### config.mk
export PLATFORM = sky130hd
export DESIGN_NAME = scs_chan_select
export DESIGN_NICKNAME = d
export VERILOG_FILES = /design/src/rtl/scs_pkg.sv /design/src/rtl/scs_edge_sync.sv /design/src/rtl/scs_word_shift.sv /design/src/rtl/scs_chan_commit.sv /design/src/rtl/scs_chan_select.sv
export SDC_FILE = /design/constraint.sdc
export NUM_CORES = 1
export LEC_CHECK = 0
export ABC_AREA = 1
export BUFFER_PORTS_ARGS = -buffer_cell sky130_fd_sc_hd__buf_2
export CORE_MARGIN = 2
export CORE_UTILIZATION = 53
export DETAILED_ROUTE_END_ITERATION = 7
export GPL_ROUTABILITY_DRIVEN = 0
export MAX_ROUTING_LAYER = met4
export PLACE_DENSITY_LB_ADDON = 0.2
export SLEW_MARGIN = 20
export SYNTH_ARGS = -nofsm -noshare
export SYNTH_HDL_FRONTEND = slang
export SYNTH_SLANG_ARGS = --single-unit
### constraint.sdc
create_clock -name clk -period 1.3 [get_ports clk]
set_input_delay 0.13 -clock clk [delete_from_list [all_inputs] [get_ports clk]]
set_output_delay 0.13 -clock clk [all_outputs]
set_load 0.005 [all_outputs]
### src/rtl/scs_pkg.sv
package scs_pkg;

   localparam int unsigned SCS_MAX_SYNC = 4;
   localparam int unsigned SCS_MAX_CHW  = 8;

   typedef struct packed {
      logic lvl;
      logic rise;
      logic fall;
   } scs_edge_t;

endpackage

### src/rtl/scs_edge_sync.sv
module scs_edge_sync
   import scs_pkg::*;
#(
   parameter int unsigned SYNC_STAGES = 2
) (
   input  logic      clk,
   input  logic      rst_n,
   input  logic      async_in,
   output scs_edge_t ev
);

   logic lvl_w;
   logic prev_q;

   generate
      if (SYNC_STAGES == 0) begin : g_bypass
         assign lvl_w = async_in;
      end else begin : g_sync
         logic [SYNC_STAGES-1:0] stg_q;
         for (genvar i = 0; i < int'(SYNC_STAGES); i++) begin : g_stage
            if (i == 0) begin : g_first
               always_ff @(posedge clk or negedge rst_n) begin
                  if (!rst_n) stg_q[0] <= 1'b0;
                  else        stg_q[0] <= async_in;
               end
            end else begin : g_next
               always_ff @(posedge clk or negedge rst_n) begin
                  if (!rst_n) stg_q[i] <= 1'b0;
                  else        stg_q[i] <= stg_q[i-1];
               end
            end
         end
         assign lvl_w = stg_q[SYNC_STAGES-1];
      end
   endgenerate

   always_ff @(posedge clk or negedge rst_n) begin
      if (!rst_n) prev_q <= 1'b0;
      else        prev_q <= lvl_w;
   end

   assign ev.lvl  = lvl_w;
   assign ev.rise = lvl_w & ~prev_q;
   assign ev.fall = ~lvl_w & prev_q;

endmodule

### src/rtl/scs_word_shift.sv
module scs_word_shift #(
   parameter int unsigned WORD_W = 4
) (
   input  logic              clk,
   input  logic              rst_n,
   input  logic              sel_lvl,
   input  logic              sel_fall,
   input  logic              sclk_rise,
   input  logic              din_lvl,
   output logic [WORD_W-1:0] word,
   output logic              full
);

   localparam int unsigned CNT_W = $clog2(WORD_W + 1);
   localparam logic [CNT_W-1:0] CNT_MAX = CNT_W'(WORD_W);

   logic [WORD_W-1:0] word_q;
   logic [CNT_W-1:0]  cnt_q;

   always_ff @(posedge clk or negedge rst_n) begin
      if (!rst_n) begin
         word_q <= '0;
         cnt_q  <= '0;
      end else if (sel_fall) begin
         cnt_q  <= '0;
      end else if (sel_lvl && sclk_rise) begin
         word_q <= {word_q[WORD_W-2:0], din_lvl};
         if (cnt_q != CNT_MAX) cnt_q <= cnt_q + 1'b1;
      end
   end

   assign word = word_q;
   assign full = (cnt_q == CNT_MAX);

   // nothing is assembled while the select line is low
   p_low_ignored_r5: assert property (@(posedge clk) disable iff (!rst_n)
      (!sel_lvl && !sel_fall) |=> ($stable(cnt_q) && $stable(word_q)));

   // bit count never passes the word length
   p_cnt_bound_r6: assert property (@(posedge clk) disable iff (!rst_n)
      cnt_q <= CNT_MAX);

   // a further bit while full keeps the count at full
   p_sat_r7: assert property (@(posedge clk) disable iff (!rst_n)
      (full && sel_lvl && sclk_rise && !sel_fall) |=> full);

endmodule

### src/rtl/scs_chan_commit.sv
module scs_chan_commit #(
   parameter int unsigned CH_W = 3
) (
   input  logic            clk,
   input  logic            rst_n,
   input  logic            commit,
   input  logic            word_full,
   input  logic [CH_W:0]   word,
   input  logic            conv_start,
   output logic [CH_W-1:0] active,
   output logic            pend_flag
);

   logic [CH_W-1:0] pend_q;
   logic [CH_W-1:0] act_q;
   logic            flag_q;
   logic            accept;

   assign accept = commit & word_full & word[CH_W];

   always_ff @(posedge clk or negedge rst_n) begin
      if (!rst_n) begin
         pend_q <= '0;
         act_q  <= '0;
         flag_q <= 1'b0;
      end else begin
         if (conv_start && flag_q) act_q <= pend_q;
         if (accept) begin
            pend_q <= word[CH_W-1:0];
            flag_q <= 1'b1;
         end else if (conv_start) begin
            flag_q <= 1'b0;
         end
      end
   end

   assign active    = act_q;
   assign pend_flag = flag_q;

   // an accepted word raises the flag
   p_flag_set_r3: assert property (@(posedge clk) disable iff (!rst_n)
      (commit && word_full && word[CH_W]) |=> pend_flag);

   // a disabled word leaves the pending channel alone
   p_disabled_hold_r4: assert property (@(posedge clk) disable iff (!rst_n)
      (commit && !word[CH_W]) |=> $stable(pend_q));

   // a short word does not raise the flag
   p_short_word_r6: assert property (@(posedge clk) disable iff (!rst_n)
      (commit && !word_full && !conv_start) |=> (pend_flag == $past(pend_flag)));

   // active only moves on a start strobe
   p_active_hold_r8: assert property (@(posedge clk) disable iff (!rst_n)
      !conv_start |=> $stable(active));

   // start without a new commit clears the flag
   p_flag_clear_r8: assert property (@(posedge clk) disable iff (!rst_n)
      (conv_start && !commit) |=> !pend_flag);

endmodule

### src/rtl/scs_chan_select.sv
module scs_chan_select
   import scs_pkg::*;
#(
   parameter int unsigned CH_W        = 3,
   parameter int unsigned SYNC_STAGES = 2
) (
   input  logic            clk,
   input  logic            rst_n,
   input  logic            mux_sclk,
   input  logic            mux_sel,
   input  logic            mux_din,
   input  logic            conv_start,
   output logic [CH_W-1:0] chan_active,
   output logic            chan_pending
);

   localparam int unsigned WORD_W = CH_W + 1;
   localparam int unsigned N_LINES = 3;
   localparam int unsigned IDX_SCLK = 0;
   localparam int unsigned IDX_SEL  = 1;
   localparam int unsigned IDX_DIN  = 2;

   generate
      if (CH_W < 1 || CH_W > SCS_MAX_CHW) begin : g_bad_chw
         $error("scs_chan_select: CH_W out of range");
      end
      if (SYNC_STAGES > SCS_MAX_SYNC) begin : g_bad_sync
         $error("scs_chan_select: SYNC_STAGES out of range");
      end
   endgenerate

   logic [N_LINES-1:0] raw_lines;
   scs_edge_t          ev [N_LINES];
   logic [WORD_W-1:0]  word;
   logic               word_full;

   assign raw_lines = {mux_din, mux_sel, mux_sclk};

   generate
      for (genvar g = 0; g < int'(N_LINES); g++) begin : g_line
         scs_edge_sync #(.SYNC_STAGES(SYNC_STAGES)) u_sync (
            .clk      (clk),
            .rst_n    (rst_n),
            .async_in (raw_lines[g]),
            .ev       (ev[g])
         );
      end
   endgenerate

   scs_word_shift #(.WORD_W(WORD_W)) u_shift (
      .clk       (clk),
      .rst_n     (rst_n),
      .sel_lvl   (ev[IDX_SEL].lvl),
      .sel_fall  (ev[IDX_SEL].fall),
      .sclk_rise (ev[IDX_SCLK].rise),
      .din_lvl   (ev[IDX_DIN].lvl),
      .word      (word),
      .full      (word_full)
   );

   scs_chan_commit #(.CH_W(CH_W)) u_commit (
      .clk        (clk),
      .rst_n      (rst_n),
      .commit     (ev[IDX_SEL].fall),
      .word_full  (word_full),
      .word       (word),
      .conv_start (conv_start),
      .active     (chan_active),
      .pend_flag  (chan_pending)
   );

   // strobe and accepted commit together leave the flag set
   p_same_edge_r9: assert property (@(posedge clk) disable iff (!rst_n)
      (conv_start && ev[IDX_SEL].fall && word_full && word[CH_W]) |=> chan_pending);

endmodule

* Yosys cells after proc, flatten, opt, wreduce, memory -nomap -nowiden
Cells that the tools add are included.
** Storage, ports and cells
- Word-level logic and storage cells :: 35
- Register bits after elaboration :: 22
- Output and inout port bits :: 4
** Operators by class
- Reduce and logical (&&, ||, !) cells :: 7
- Mux-type cells :: 5
- Equal/unequal tests :: 2
- Add/subtract/negate cells :: 1
- Bitwise operators :: 7
** Operators by type and width (count)
- $mux W3 :: 3
- $reduce_bool A2 Y1 :: 3
- $and A1 B1 Y1 :: 4
- $reduce_and A2 Y1 :: 2
- $add A3 B1 Y3 const B :: 1
- $eq A3 B3 Y1 const B :: 1
- $ne A3 B3 Y1 const B :: 1
- $not A1 Y1 :: 3
- $logic_and A1 B1 Y1 :: 2
- $mux W1 :: 2

* Depth between registers and ports, before layout
Gate-level depths: netlist of run 1.
- Word-level depth :: 5
- Gate-level depth with buffers :: 8
- Mapped depth without buffers :: 8

* Modules after synthesis
Synthesis of run 1 repeated with hierarchy kept, for this count alone.
** Unflattened totals
- Cells, all modules :: 100
- Area, all modules :: 935.9 um^2
** By module, submodules not included
- scs_word_shift :: area each 366.6 um^2, cells each 47, sequential area each 175.2 um^2, times used 1
- scs_edge_sync :: area each 97.6 um^2, cells each 8, sequential area each 75.1 um^2, times used 3
- scs_chan_commit :: area each 276.5 um^2, cells each 29, sequential area each 175.2 um^2, times used 1

* Worst setup path after synthesis of run 1
OpenSTA, ideal clock, no wires.
- Path type :: flip-flop to flip-flop
- Start :: register u_shift.cnt_q[0]
- End :: register u_commit.pend_q[0]
- Data required time :: 1.179 ns
- Arrival time :: 0.965 ns
- Stages on the path, launching flop included :: 8
- Path slack :: 0.215 ns
- Period minus slack after synthesis :: 1.085 ns
- Path buffers :: 0
- Library setup time :: 0.121 ns
- Path through :: dfrtp_1 > inv_1 > ha_1 > nand2_1 > inv_1 > nand3_2 > nand2_1 > o21ai_1
** On the way
- Word-level cells in the longest chain between the ends :: 3
** Ends and longest elaborated chain
- start: declaration :: line scs_word_shift.sv:18 : logic [CNT_W-1:0] cnt_q;
- start signal: assignment :: line scs_word_shift.sv:28 : if (cnt_q != CNT_MAX) cnt_q <= cnt_q + 1'b1;
- $eq A3 B3 Y1 :: line scs_word_shift.sv:33 : assign full = (cnt_q == CNT_MAX);
- $and A1 B1 Y1 (2 in a row) :: line scs_chan_commit.sv:19 : assign accept = commit & word_full & word[CH_W];
- end signal: assignment :: line scs_chan_commit.sv:29 : pend_q <= word[CH_W-1:0];
- end: declaration :: line scs_chan_commit.sv:14 : logic [CH_W-1:0] pend_q;
No other way between the ends.
A chain may end at the register's enable or synchronous reset.

* Worst setup path after layout of run 1
- Start :: register u_shift.cnt_q[1]
- End :: register u_shift.cnt_q[1]
** On the way
- Word-level cells in the longest chain between the ends :: 4
- Elaborated cells between the ends (all ways) :: 7
- Those cells by class :: add/sub (1); eq/ne (1); mux (3); reduce/logical (2)
** Ends and longest elaborated chain
- $add A3 B1 Y3 :: line scs_word_shift.sv:28
- $mux W3 :: line scs_word_shift.sv:28
- $mux W3 :: line scs_word_shift.sv:26 : end else if (sel_lvl && sclk_rise) begin
- $mux W3 :: line scs_word_shift.sv:24 : end else if (sel_fall) begin
Several ways; a longest one is shown, not always the timed one. The select of a mux whose other input is x is not followed.

==> results of run 1 <==
## what timing repair did
action                                  in CTS  in global routing
gates resized for setup                      0                  5
hold buffers                                 4                  0
hold endpoints to repair                    25                  0
setup buffers                                0                  1
endpoints found under the setup margin       0                  5
## flip-flops by register name, summed over array words and instances (netlist names)
| register | cells |
|---|---|
| u_shift.word | 4 |
| g_line.u_sync.g_sync.stg_q | 3 |
| g_line.u_sync.lvl_w | 3 |
| u_commit.active | 3 |
| u_commit.pend_q | 3 |
| u_shift.cnt_q | 3 |
| g_line.u_sync.prev_q | 2 |
| u_commit.pend_flag | 1 |
## power by group through the flow
stage          Combinational (mW)  Clock, mW  Sequential [mW]
3_5_place_dp               0.0917          0            0.770
4_1_cts                     0.102      0.308            0.757
2_1_floorplan              0.0547          0            0.764
6_report                    0.108      0.297            0.759
5_1_grt                     0.128      0.330            0.766
3_3_place_gp               0.0870          0            0.767
## final timing paths
kind                                                to  slack (ns)
worst max register to register        u_shift.cnt_q[1]        0.15
worst min-delay path                u_commit.pend_flag        0.08
max in group asynchronous             u_shift.cnt_q[0]        0.67
worst min register to register  g_line[1].u_sync.lvl_w        0.36
worst max-delay path                  u_shift.cnt_q[1]        0.15
min in group asynchronous           u_commit.active[0]        0.30
## layout by cell type, fill, tap and decap left out
| master | netlist | final |
|---|---|---|
| nand3_1 | 4 | 3 |
| dlygate4sd3_1 | 0 | 4 |
| nor2_1 | 4 | 4 |
| buf_4 | 0 | 1 |
| buf_2 | 0 | 9 |
| nand4_1 | 1 | 1 |
| inv_2 | 0 | 1 |
| nand3_4 | 0 | 1 |
| o21ai_1 | 3 | 3 |
| clkbuf_4 | 0 | 3 |
| dfrtp_1 | 22 | 22 |
| ha_1 | 2 | 2 |
| nand2_2 | 0 | 2 |
| nand3_2 | 1 | 1 |
| inv_1 | 12 | 11 |
| o21ai_0 | 5 | 5 |
| nand2_1 | 31 | 29 |
## layout make-up
cell class              instances  area (µm²)
multi-input cells              51       250.2
well taps                      16       20.02
flip-flops and latches         22       550.5
inverters                      12       45.04
clock buffers                   3       22.52
fillers                       133       508.0
repair buffers                 14       92.59
## Yosys cell counts (all sizes together)
library cell	count	area share (%)
o21ai	8	4.8
nand3	5	3.6
ha	2	3.0
nand4	1	0.76
dfrtp	22	66
nor2	4	1.8
inv	12	5.4
nand2	31	14
## cells by family after synthesis
logic type                 after synthesis
and+or+nand+nor                         41
DFF                                     22
buffers and inverters                   12
AOI/OAI and AO/OA                        8
adders and majority gates                2
## worst max-delay path: stages (launching register included)
cell and delay (ns):
dfrtp_1 0.41, inv_1 0.06, ha_1 0.17, nand2_1 0.09, inv_2 0.07, nor2_1 0.15
nand2_1 0.07, nand2_1 0.08
## routing by layer
metal | GRT usage (%) | wire, µm | share of wire (%)
met5 | - | 0 | 0
met2 | 24.48 | 642 | 49
met4 | 9.091 | 18 | 1.4
met3 | 3.750 | 36 | 2.7
met1 | 23.58 | 622 | 47
==> results.cfg, run 1 <==
[yosys]
netlist_area_um2 = 828.3
syn-instance-count = 85
yosysUniqueCellTypes = 10
synth-compound-area-share_pct = 4.834
synth-simple-area-share_pct = 20.24
yosysWarnings = 0
synth_top_family_by_area = simple AND/OR/NAND/NOR gates
syn_area_per_cell_um2 = 9.745
ys_ff_latch = 22
syn_nets = 93
synthAdderAreaFrac_pct = 3.021
yosys.area_share.xor_xnor_pct = 0
synthMuxAreaShare_pct = 0
ys_seq_area_share_pct = 66.47

[global_routing]
antenna_found_initial = 0
grt_start_max_net_pins = 23
grt_pass1_vias = 504
grt_usage_pct = 17.31
grt_pass1_wl_um = 2221
gr-total-overflow = 0

[cts]
cts_root_buffer = clkbuf_4
tritoncts = built
htreeDepth = 1
clock-sinks = 22
clk-insertion-delay-late_ns = 0.30
clockBufferDepth = 2
cts_buffers = 3
clk_pin_slew_worst_paths_ns = 0.11

[placement]
place_ws_ns = 0.09942
io_buffer_count = 9
dpl.hpwl_um = 923.6
dp_cells = 110
place_area_um2 = 893.4

[layout]
final_net_count = 112
finish.utilization_pct = 65.88
area_delta_synth_final_pct = 18.43
drive_gt1_share_pct = 17.65
final_cells = 118
fin_area_um2 = 980.9
antenna_cells = 0

[timing]
setup_viol = 0
max_clock_freq_mhz = 867.4
timing.setup.tns_ns = 0
worst_pin_slew_ns = 0.4756
fin_skew_ns = 0.005586
worst_slack_ns = 0.1471
layout_min_cycle_time_ns = 1.153
maxSlewHeadroom_pct = 68.30
period_share_pct = 88.69
rsz0062_at_grt = no
drv_slew = 0
whs_ns = 0.07928
hold_viol_final = 0

[worst_setup_path]
path_class = flop to flop
end_kind = flop
worst_r2r_path_depth = 7
critPathLaunch = u_shift.cnt_q[1]
critPathArrivalTime_ns = 1.40
crit_path_start_kind = flop
critPathMaxFanout = 3
r2r-start = u_shift.cnt_q[1]
crit_required_ns = 1.54

[route]
ant_nets = 0
drcViolationCount = 0
routed_wl_um = 1320
wl_per_cell_um = 11.19
vias = 568
routed_via_density = 4.814
first_pass_iters = 4
initialDrtViolationCount = 4

[worst_hold_path]
worstHoldPathType = primary input to flop
worstHoldStart = conv_start
min_path_cells = 2

[floorplan]
rows = 14
boundaryPins = 10
core_um2 = 1489
die_area_um2 = 1895
initial_core_util_pct = 55.63
die_w_um = 43.53
die_y_um = 43.53

[power]
power_density_nw_per_um2 = 1187
p_switching_uw = 282.9
clkPwrFrac_pct = 25.5
power_frac_seq_pct = 65.2
finalPower_mw = 1.164
sw_frac_of_total_pct = 24.30
p_comb_share_pct = 9.2
ir_drop_uv = 702.2
leakagePower_nw = 0.5186
p_int_uw = 881.1

[outcome]
status = finished clean

[job]
maxCapViolations = 0
Note: power is estimated with default switching activity, not from simulation.
==> run 2: changes to the inputs <==
- PLACE_DENSITY: unset -> 0.78
- PLACE_DENSITY_LB_ADDON: 0.2 -> unset
==> run 2 against run 1 <==
Effect of this change: critical path type unchanged; highest routed layer unchanged; fmax down 3.7%; worst hold slack worse by 0.0091 ns; sequential power about the same; power up 17%; utilization up 0.84 points; count of clock-buffer cells in the layout unchanged; sequential share of layout area down 0.71 points; via count up 0.53%; largest power group unchanged; wire length down 9.2%.
==> results.cfg, run 2 (same netlist as run 1, synthesis figures left out) <==
[power]
power_density_nw_per_um2 = 1375
ir_drop_uv = 1162
leakagePower_nw = 0.5283

[floorplan]
boundaryPins = 10
die_y_um = 43.53
die_area_um2 = 1895
rows = 14
die_w_um = 43.53
core_um2 = 1489
initial_core_util_pct = 55.63

[worst_setup_path]
critPathLaunch = u_shift.cnt_q[0]
reg2reg_slack_ns = 0.10
path_cells = inv_1, ha_1, nand2_1, inv_1, nand3_4, nand2_1, o21ai_1
path_class = flop to flop
end_kind = flop
worst_r2r_path_depth = 7
critPathArrivalTime_ns = 1.40
crit_slowest_cell = dfrtp_1
crit_end = u_commit.pend_q[0]
critPathMaxFanout = 7
crit_required_ns = 1.50
slowest_delay_ns = 0.42
r2r-start = u_shift.cnt_q[0]
crit_path_start_kind = flop
worstReg2RegEnd = u_commit.pend_q[0]

[route]
vias = 571
ant_nets = 0
routed_via_density = 4.839
drcViolationCount = 0
initialDrtViolationCount = 14
first_pass_iters = 4
wl_per_cell_um = 10.16
routed_wl_um = 1199

[timing]
fin_skew_ns = 0.001535
timing.setup.tns_ns = 0
max_clock_freq_mhz = 835.5
whs_ns = 0.07021
worst_pin_slew_ns = 0.4618
maxSlewHeadroom_pct = 69.21
layout_min_cycle_time_ns = 1.197
hold_viol_final = 0
period_share_pct = 92.06
drv_slew = 0
rsz0062_at_grt = no
setup_viol = 0

[layout]
largest_register_ffs = 4
final_common_cell = nand2_1
area_delta_synth_final_pct = 19.94
final_net_count = 111
drive_gt1_share_pct = 13.73
antenna_cells = 0
final_cell_mix = 31 x nand2_1, 22 x dfrtp_1, 12 x inv_1

[job]
maxCapViolations = 0

[worst_hold_path]
worstHoldPathType = primary input to flop

[cts]
cts_root_buffer = clkbuf_4
tritoncts = built
cts_buffers = 3
htreeDepth = 1
clockBufferDepth = 2
clock-sinks = 22
clk-insertion-delay-late_ns = 0.30
clk_pin_slew_worst_paths_ns = 0.12

[global_routing]
grt_pass1_wl_um = 1938
grt_start_max_net_pins = 23
antenna_found_initial = 0
grt_pass1_vias = 484
grt_usage_pct = 15.04
gr-total-overflow = 0

[placement]
dpl.hpwl_um = 840.7
io_buffer_count = 9

[outcome]
status = finished clean
==> run 2: cell types whose count changed in the layout (fill, tap and decap cells not counted), sizes merged <==
cell,delta
bufinv,+1
buf,-1
==> run 2: final cells by class <==
type                       instances  area, µm²
tap                               16      20.02
sequential                        22      550.5
inverter                          12      45.04
clock buffer                       3      22.52
multi-input combinational         51      240.2
clock inverter                     1      30.03
fill                             109      495.5
timing repair buffer              13      85.08
==> run 2: timing repair <==
action	CTS	global route
gates resized for setup	0	1
endpoints found under the setup margin	0	3
hold buffers	4	0
hold endpoints to repair	25	0
buffers inserted	0	0
==> run 2: power by group <==
group	internal [mW]	leakage (nW)	switching (mW)
clock network	0.312	0.0279	0.199
logic	0.0377	0.217	0.0594
registers	0.730	0.284	0.0282
total	1.08	0.528	0.287
==> run 2: critical path, delay by kind of cell, from the launching register on <==
kind,cells,cell delay (ns)
buffers and inverters,2,0.21
adder cells (fa/ha/maj),1,0.14
AO/OA/AOI/OAI,1,0.06
AND/OR/NAND/NOR,3,0.27
flip-flops,1,0.42
==> run 2: worst min-delay path by stage <==
stage / cells after the start / from / to / slack (ns)
2_1_floorplan: 0 / rst_n / g_line[0].u_sync.g_sync.stg_q[0] / -0.17
3_3_place_gp: 1 / rst_n / g_line[1].u_sync.g_sync.stg_q[0] / 0.11
3_5_place_dp: 1 / rst_n / g_line[1].u_sync.g_sync.stg_q[0] / 0.11
4_1_cts: 2 / conv_start / u_commit.pend_flag / 0.06
5_1_grt: 2 / conv_start / u_commit.pend_flag / 0.07
6_report: 2 / conv_start / u_commit.pend_flag / 0.07
==> run 2: per-stage QoR <==
stage	util, %	cells	total power [mW]	cell area, µm²	setup WS (ns)
finish	66.72	118	1.366	993.5	0.1032
global route	66.72	118	1.426	993.5	0.005985
CTS	66.22	118	1.377	985.9	0.07593
detailed placement	60.00	110	0.8578	893.4	0.09834
global placement	60.00	110	0.8531	893.4	0.1676
floorplan	-	85	0.8183	828.3	0.2145
==> run 2: routing by layer <==
| layer | share of wire (%) | GRT usage, % |
|---|---|---|
| met4 | 1.0 | 9.091 |
| met3 | 2.2 | 3.750 |
| met5 | 0 | - |
| met2 | 47 | 22.99 |
| met1 | 49 | 17.93 |
==> run 3: changes to the inputs <==
- ABC_AREA: 1 -> 0
- RECOVER_POWER: unset -> 50
==> run 3 against run 2 <==
Effect of this change: cell area rose by 1.6%; combinational power grew 10%; final cell count shrank 16%; critical path depth fell by 2; count of clock-buffer cells in the layout unchanged; clock power is 43% lower; highest routed layer unchanged.
==> results.cfg, run 3 <==
[worst_setup_path]
path_cells = inv_1, ha_2, and2_4, nand3_4, mux2_2
crit_path_start_kind = flop
crit_slowest_cell = dfrtp_1
critPathArrivalTime_ns = 1.47
path_class = flop to flop
crit_required_ns = 1.49
worst_r2r_path_depth = 5
critPathMaxFanout = 4
slowest_delay_ns = 0.36
end_kind = flop

[placement]
place_area_um2 = 903.4
dpl.hpwl_um = 835.8
place_ws_ns = -0.03593
dp_cells = 89
io_buffer_count = 9

[floorplan]
die_area_um2 = 1892
initial_core_util_pct = 55.55
core_um2 = 1489
boundaryPins = 10
die_y_um = 43.50
die_w_um = 43.50
rows = 14

[layout]
fin_area_um2 = 1010
finish.utilization_pct = 67.82
final_net_count = 93
drive_gt1_share_pct = 37.35
largest_register_ffs = 4
antenna_cells = 0
final_cell_mix = 22 x dfrtp_1, 13 x nand2_1, 8 x buf_2
final_common_cell = dfrtp_1
area_delta_synth_final_pct = 22.09
final_cells = 99

[yosys]
synth-edff-count = 0
yosys.area.top_type = dfrtp_1
netlist_area_um2 = 827.0
syn_area_per_cell_um2 = 13.34
yosysWarnings = 0
syn_nets = 70
ys_seq_area_share_pct = 66.57
yosysUniqueCellTypes = 17
synth_top_area_share_pct = 66.57
syn-instance-count = 62
yosysMostFrequentCell = dfrtp_1
ys_async_sr_fraction_pct = 100.0
synth_top_cells_by_count = 22 x dfrtp_1, 13 x nand2_1, 6 x mux2_2
synth_area_leaders = dfrtp_1 67%, mux2_2 8.2%, nand2_1 5.9%, ha_1 3.0%, nand3b_4 2.4%
ys.flop_type = dfrtp_1
ys_ff_latch = 22

[worst_hold_path]
min_path_cells = 2
worstHoldPathType = primary input to flop

[timing]
hold_viol_final = 0
maxSlewHeadroom_pct = 65.43
layout_min_cycle_time_ns = 1.276
rsz0062_at_grt = yes
setup_viol = 0
drv_slew = 0
period_share_pct = 98.18
whs_ns = 0.02543
fin_skew_ns = 0.001582
max_clock_freq_mhz = 783.5
timing.setup.tns_ns = 0
worst_slack_ns = 0.02361
worst_pin_slew_ns = 0.5186

[power]
power_density_nw_per_um2 = 1149
leakagePower_nw = 0.5277
ir_drop_uv = 787.7
finalPower_mw = 1.160

[cts]
cts_buffers = 3
clockBufferDepth = 2
clk_pin_slew_worst_paths_ns = 0.11
cts_root_buffer = clkbuf_4
tritoncts = built
clk-insertion-delay-late_ns = 0.30
clock-sinks = 22
htreeDepth = 1

[route]
routed_via_density = 4.980
drcViolationCount = 0
initialDrtViolationCount = 9
wl_per_cell_um = 12.19
first_pass_iters = 4
vias = 493
ant_nets = 0
routed_wl_um = 1207

[global_routing]
grt_pass1_wl_um = 2104
grt_start_max_net_pins = 23
grt_pass1_vias = 501
grt_usage_pct = 15.86
antenna_found_initial = 0
gr-total-overflow = 0

[outcome]
status = finished clean

[job]
maxCapViolations = 0
-- run 3: repair_timing --
| action | in CTS | in global routing |
|---|---|---|
| endpoints found under the hold margin | 25 | 0 |
| setup endpoints to repair | 3 | 4 |
| setup buffers | 1 | 2 |
| pin swaps | 2 | 0 |
| cloned | 0 | 0 |
| gates resized for setup | 2 | 4 |
| hold buffers | 4 | 0 |
-- run 3: path summary, 6_finish.rpt --
path                                                       start                endpoint  slack, ns
min in group asynchronous                                  rst_n        u_shift.cnt_q[2]       0.32
worst max register to register                  u_shift.cnt_q[0]      u_commit.pend_q[1]       0.02
max in group asynchronous                                  rst_n      u_commit.pend_flag       0.63
worst min-delay path                                  conv_start      u_commit.pend_flag       0.03
worst min register to register  g_line[0].u_sync.g_sync.stg_q[0]  g_line[0].u_sync.lvl_w       0.36
worst max-delay path                            u_shift.cnt_q[0]      u_commit.pend_q[1]       0.02
-- run 3: cell families after synthesis --
logic type	synth area share (%)
AND/OR/NAND/NOR	15.89
flip-flops	66.57
AO/OA/AOI/OAI	3.630
multiplexers	8.169
buffers and inverters	2.723
adder cells (fa/ha/maj)	3.025
-- run 3: layout make-up --
| cell class | instances | area, µm² |
|---|---|---|
| clock buffer | 3 | 22.52 |
| fill | 109 | 479.2 |
| inverter | 3 | 11.26 |
| multi-input combinational | 36 | 275.3 |
| sequential | 22 | 550.5 |
| tap | 16 | 20.02 |
| timing repair buffer | 19 | 130.1 |
-- run 3: worst max-delay path: cells and delay by family, from the launching register on --
kind	cells	cell delay [ns]
fa+ha+maj	1	0.17
flops	1	0.36
mux	1	0.34
buf+inv	1	0.05
simple gates	2	0.25
-- run 3: report_power, final --
part / leakage [nW] / internal [mW] / switching [mW] / total, mW
combinational: 0.230 / 0.0544 / 0.0522 / 0.107
clock: 0.0138 / 0.108 / 0.185 / 0.293
sequential: 0.284 / 0.728 / 0.0313 / 0.760
total: 0.528 / 0.891 / 0.269 / 1.16
-- run 3: layer usage --
layer  routed length (µm)  track usage (%)
met5                    0                -
met4                    9            9.091
met3                   34            2.500
met2                  543            24.18
met1                  619            20.17
